$ cat config.mk
export PLATFORM = sky130hd
export DESIGN_NAME = scl_lowtime_watchdog
export DESIGN_NICKNAME = d
export VERILOG_FILES = /design/src/rtl/sclto_pkg.sv /design/src/rtl/sclto_tick_gen.sv /design/src/rtl/sclto_scl_mon.sv /design/src/rtl/sclto_timer.sv /design/src/rtl/scl_lowtime_watchdog.sv
export SDC_FILE = /design/constraint.sdc
export NUM_CORES = 1
export LEC_CHECK = 0
export ABC_AREA = 1
export BUFFER_PORTS_ARGS = -buffer_cell sky130_fd_sc_hd__buf_2
export CAP_MARGIN = 0
export CORE_MARGIN = 10
export CORE_UTILIZATION = 58
export DETAILED_ROUTE_END_ITERATION = 8
export PLACE_DENSITY = 0.83
export SETUP_SLACK_MARGIN = 0.5
export SYNTH_ARGS = -nofsm -noshare
export SYNTH_HDL_FRONTEND = slang
export SYNTH_SLANG_ARGS = --single-unit
$ cat constraint.sdc
create_clock -name clk -period 2.92 [get_ports clk]
set_clock_uncertainty 0.1 [all_clocks]
set_input_delay 0.292 -clock clk [delete_from_list [all_inputs] [get_ports clk]]
set_output_delay 0.292 -clock clk [all_outputs]
set_load 0.03 [all_outputs]
$ cat src/rtl/sclto_pkg.sv
package sclto_pkg;

    // Width of the count field inside the configuration byte.
    localparam int unsigned CNT_W = 7;
    localparam int unsigned CFG_W = CNT_W + 1;

    // Status code requested on a bus error.
    localparam logic [7:0] BUS_ERR_CODE = 8'h90;

    typedef struct packed {
        logic             enable;
        logic [CNT_W-1:0] count;
    } to_cfg_t;

    function automatic to_cfg_t unpack_cfg(input logic [CFG_W-1:0] word);
        to_cfg_t c;
        c.enable = word[CFG_W-1];
        c.count  = word[CNT_W-1:0];
        return c;
    endfunction

endpackage

$ cat src/rtl/sclto_tick_gen.sv
module sclto_tick_gen #(
    parameter int unsigned TICK_CYCLES = 1137
) (
    input  logic clk,
    input  logic rst,
    input  logic clear_i,
    output logic tick_o
);
    localparam int unsigned PRE_W = (TICK_CYCLES > 1) ? $clog2(TICK_CYCLES) : 1;

    generate
        if (TICK_CYCLES <= 1) begin : g_every_cycle
            assign tick_o = !clear_i;
        end else begin : g_divider
            logic [PRE_W-1:0] pre_q;
            logic             wrap;

            assign wrap   = (pre_q == PRE_W'(TICK_CYCLES - 1));
            assign tick_o = wrap && !clear_i;

            always_ff @(posedge clk) begin
                if (rst || clear_i || wrap) begin
                    pre_q <= '0;
                end else begin
                    pre_q <= pre_q + 1'b1;
                end
            end

            // a tick is never followed by another tick on the next cycle
            p_tick_spaced_r2: assert property (@(posedge clk) disable iff (rst)
                tick_o |=> !tick_o);
        end
    endgenerate

endmodule

$ cat src/rtl/sclto_scl_mon.sv
module sclto_scl_mon (
    input  logic clk,
    input  logic rst,
    input  logic scl_i,
    output logic scl_low_o,
    output logic scl_edge_o
);
    logic scl_q;

    always_ff @(posedge clk) begin
        if (rst) begin
            scl_q <= 1'b1;
        end else begin
            scl_q <= scl_i;
        end
    end

    assign scl_low_o  = !scl_i;
    assign scl_edge_o = (scl_i != scl_q);

endmodule

$ cat src/rtl/sclto_timer.sv
module sclto_timer
    import sclto_pkg::*;
(
    input  logic             clk,
    input  logic             rst,
    input  to_cfg_t          cfg_i,
    input  logic             operating_i,
    input  logic             scl_low_i,
    input  logic             scl_edge_i,
    input  logic             tick_i,
    output logic             hold_o,
    output logic             err_o,
    output logic             load_o
);
    logic [CNT_W-1:0] cnt_q;
    logic             err_q;
    logic             load_q;
    logic             armed;
    logic             expire;

    assign armed  = cfg_i.enable && operating_i && scl_low_i;
    assign hold_o = !armed || scl_edge_i || err_q;
    assign expire = !hold_o && tick_i && (cnt_q == '0);

    always_ff @(posedge clk) begin
        if (rst) begin
            cnt_q  <= cfg_i.count;
            err_q  <= 1'b0;
            load_q <= 1'b0;
        end else begin
            load_q <= expire;
            if (expire) begin
                err_q <= 1'b1;
            end
            if (hold_o) begin
                cnt_q <= cfg_i.count;
            end else if (tick_i && cnt_q != '0) begin
                cnt_q <= cnt_q - 1'b1;
            end
        end
    end

    assign err_o  = err_q;
    assign load_o = load_q;

    // the error latch never drops without reset
    p_err_sticky_r9: assert property (@(posedge clk) disable iff (rst)
        err_q |=> err_q);

    // an error only appears after a cycle that was enabled, operating and LOW
    p_err_needs_arm_r3: assert property (@(posedge clk) disable iff (rst)
        $rose(err_q) |-> $past(cfg_i.enable && operating_i && scl_low_i));

    // the status load request lasts a single cycle
    p_load_pulse_r8: assert property (@(posedge clk) disable iff (rst)
        load_q |=> !load_q);

endmodule

$ cat src/rtl/scl_lowtime_watchdog.sv
module scl_lowtime_watchdog
    import sclto_pkg::*;
#(
    parameter int unsigned TICK_CYCLES = 1137
) (
    input  logic             clk,
    input  logic             rst,
    input  logic [CFG_W-1:0] cfg_word,
    input  logic             scl_in,
    input  logic             master_active,
    input  logic             start_pending,
    output logic             status_load,
    output logic [7:0]       status_code,
    output logic             irq_req,
    output logic             release_bus,
    output logic             bus_err
);
    to_cfg_t cfg;
    logic    scl_low;
    logic    scl_edge;
    logic    tick;
    logic    hold;
    logic    err;

    assign cfg = unpack_cfg(cfg_word);

    sclto_scl_mon u_mon (
        .clk        (clk),
        .rst        (rst),
        .scl_i      (scl_in),
        .scl_low_o  (scl_low),
        .scl_edge_o (scl_edge)
    );

    sclto_tick_gen #(.TICK_CYCLES(TICK_CYCLES)) u_tick (
        .clk     (clk),
        .rst     (rst),
        .clear_i (hold),
        .tick_o  (tick)
    );

    sclto_timer u_timer (
        .clk         (clk),
        .rst         (rst),
        .cfg_i       (cfg),
        .operating_i (master_active || start_pending),
        .scl_low_i   (scl_low),
        .scl_edge_i  (scl_edge),
        .tick_i      (tick),
        .hold_o      (hold),
        .err_o       (err),
        .load_o      (status_load)
    );

    assign status_code = BUS_ERR_CODE;
    assign bus_err     = err;
    assign irq_req     = err;
    assign release_bus = err;

    // a status load request is only issued together with a latched error
    p_load_with_err_r8: assert property (@(posedge clk) disable iff (rst)
        status_load |-> (irq_req && release_bus));

endmodule

==> PnR_summary.wiki <==
{| class="wikitable"
! Metric !! Value
|-
| Synth Flop Type || dfxtp_1
|-
| Initial standard-cell utilization of the core || 62.3%
|-
| Worst path most repeated cell || inv_1
|-
| Post-Syn Area per Cell || 7.54 um^2
|-
| Global-route wire length before repair || 4040 um
|-
| Post-synthesis cell type count || 25
|-
| Final critical path time including I/O delays and setup || 1.65 ns
|-
| Asr flop ratio synth || 0%
|-
| Highest ir drop seen on vdd || 0.268 mV
|-
| Max frequency || 608 MHz
|-
| Area after DPL || 1310 um^2
|-
| Number of global-route vias before repair || 980
|-
| Placement row count || 16
|-
| Area of the mapped netlist || 1260 um^2
|-
| Number of maximum-capacitance violations || 0
|-
| Lkg Pwr || 0.612 nW
|-
| Post-synthesis compound-gate area fraction || 5.56%
|-
| Clock transition at the registers of the reported paths || 0.10 ns
|-
| Number of antenna violations at the first check in global routing || 0
|-
| Highest-count cells in the layout ignoring fill and taps || nand2_1 (38), inv_1 (29), buf_2 (16)
|-
| Setup crit end kind || register
|-
| Gate Count Post-Synth || 167
|-
| Vertical die dimension || 66.6 um
|-
| CTS Buffer Depth || 2
|-
| Sequential cell area fraction in the yosys report || 38.9%
|-
| Endpoints failing setup || 0
|-
| H-tree levels || 1
|-
| 1st-iter DRT viols || 37
|-
| Length of the first detailed-routing pass in iterations || 4
|-
| Remaining Overflow, GRT || 0
|-
| Global placer's final weighted congestion || 0.848
|-
| Final count of hold timing violations || 0
|-
| CP max FO || 7
|-
| Portion of netlist area occupied by mux cells || 0%
|-
| Residual antenna-violating net count after detailed routing || 0
|-
| Min-Delay Path Class || input pin to register
|-
| Most common library cell in the layout ignoring fill and taps || nand2_1
|-
| Core Region || 2020 um^2
|-
| Number of vias per cell after detailed routing || 4.79
|-
| Data required time at the worst endpoint || 2.84 ns
|-
| Cells along the critical path || inv_1 -> ha_1 -> nand2_1 -> inv_1 -> nand2_1 -> inv_1 -> o21ai_0 -> buf_4
|-
| Critical path startpoint category || register
|-
| Ports placed on the boundary || 25
|-
| Routed Wire Length || 2320 um
|-
| Layout-stage area growth over the synthesis result || 5.76%
|-
| PwrDens || 375 nW/um^2
|-
| Part of the cycle the worst path needs || 56.3%
|-
| Fill cell total of the finished layout || 175
|-
| Clock sink count || 21
|-
| Result of the run || completed
|-
| Share of layout cells above drive strength 1 || 20.3%
|-
| Clock root buffer || clkbuf_4
|-
| Post-cts gate resize count || 0
|-
| Parity-gate share of the synthesized area counting xor and xnor cells || 4.87%
|-
| Final Instance Area || 1330 um^2
|-
| Insertion delay of the later-clocked pin in the worst-skew pair || 0.30 ns
|-
| Final routed DRC violation total || 0
|-
| Number of pins exceeding their max-slew limit in the final report || 0
|-
| Top delay family on crit path || flip-flops
|-
| Total buffers and inverters traversed by the critical path || 4
|-
| RSZ-0062 raised after global routing || false
|-
| Worst setup path class || register to register
|-
| Slowest stage cell on the critical path || edfxtp_1
|-
| Number of inserted diodes || 0
|-
| Combinational family with the most area after synthesis || simple AND/OR/NAND/NOR gates
|-
| Number of buffers added by the clock tree synthesis step || 3
|-
| Sum of net half-perimeters after detailed placement || 1930 um
|-
| Die width || 66.6 um
|-
| Maximum number of pins on one net before global-route repair || 12
|-
| FF+latch count, synth || 21
|-
| Total routing usage reported by global routing || 11.5%
|-
| Slowest Stage Delay on Critical Path || 0.36 ns
|-
| Quantity of hold-fixing buffers added after cts || 0
|-
| TritonCTS clock tree || yes
|-
| Adder-cell share of the synthesized area || 2.98%
|-
| Post-synthesis simple-gate area fraction || 30.4%
|-
| Number of nets in the final layout || 199
|-
| Synth warnings || 0
|-
| Total negative slack for setup checks || 0 ns
|-
| Area enclosed by the die boundary || 4440 um^2
|-
| Detailed-route wire length per cell || 11.1 um
|-
| Number of post-CTS setup repair buffers || 0
|-
| Arrival time at the worst endpoint || 1.56 ns
|-
| Count of flip-flops with a built-in enable after synthesis || 7
|-
| Count of buffers inserted at the top-level ports || 16
|-
| Number of vias in the routed layout || 1001
|}
cells by family after synthesis:
family | Yosys count
other | 2
DFF | 21
and+or+nand+nor | 81
AOI/OAI and AO/OA | 11
xor gates and xnor gates | 7
adders and majority gates | 3
buffers and inverters | 42
report_power, final:
part           switching, mW  internal [mW]  leakage (nW)
Clock                 0.0792         0.0532        0.0150
Sequential           0.00570          0.310         0.187
Combinational         0.0343         0.0175         0.410
synth_stat cells, types with 2 or more instances:
library cell / count / area (um^2)
xnor2_1: 3 / 26.3
nor2_1: 15 / 56.3
ha_1: 3 / 37.5
buf_6: 2 / 22.5
a21oi_2: 4 / 35.0
conb_1: 2 / 7.51
buf_4: 10 / 75.1
nand3_1: 11 / 55.1
o21ai_1: 4 / 20.0
nand4_1: 3 / 18.8
nand2_1: 38 / 143
inv_1: 29 / 109
dfxtp_1: 14 / 280
xor2_1: 4 / 35.0
nor2_2: 8 / 50.1
o21ai_0: 2 / 10.0
edfxtp_1: 7 / 210
state kept, by name (all words and copies together) (netlist names):
| register | cells |
|---|---|
| u_timer.load_o | 1 |
| u_tick.g_divider.pre_q | 11 |
| u_timer.cnt_q | 7 |
| u_mon.scl_q | 1 |
| u_timer.err_o | 1 |
worst reg2reg max path, stage by stage (launching register included):
cell and delay, ns:
edfxtp_1 0.36, inv_1 0.08, ha_1 0.24, nand2_1 0.11, inv_1 0.05, nand2_1 0.07
inv_1 0.05, o21ai_0 0.13, buf_4 0.18
layer usage:
layer	up-vias	GRT usage [%]	wire [um]
met5	-	0	0
met4	0	8.90	114
met3	13	3.18	94
met2	18	19.7	1230
met1	446	11.4	885
li1	524	-	-
metrics by stage:
step / hold WS (ns) / setup WS (ns) / util, % / std cells / total power [mW]
finish: 0.0718 / 1.27 / 65.9 / 209 / 0.500
CTS: 0.0614 / 1.27 / 65.9 / 209 / 0.508
floorplan: 0.272 / 1.02 / - / 173 / 0.368
detailed placement: 0.370 / 1.29 / 64.6 / 205 / 0.373
global route: 0.0784 / 1.11 / 65.9 / 209 / 0.529
global placement: 0.352 / 1.33 / 64.6 / 205 / 0.371
final cells by class:
type	instances	area (um^2)	area share (%)
sequential	21	490	36.8
clock buffer	4	26.3	1.97
tap	27	33.8	2.54
multi-input combinational	110	582	43.7
inverter	30	113	8.45
timing repair buffer	17	87.6	6.57
final timing paths:
check,from,endpoint,slack [ns],cells past startpoint
worst max register to register,u_timer.cnt_q[0],u_timer.cnt_q[0],1.27,8
worst min-delay path,scl_in,u_mon.scl_q,0.07,3
worst max-delay path,u_timer.cnt_q[0],u_timer.cnt_q[0],1.27,8
worst min register to register,u_tick.g_divider.pre_q[0],u_tick.g_divider.pre_q[0],0.39,1
Power figures use the tool's default switching activity.
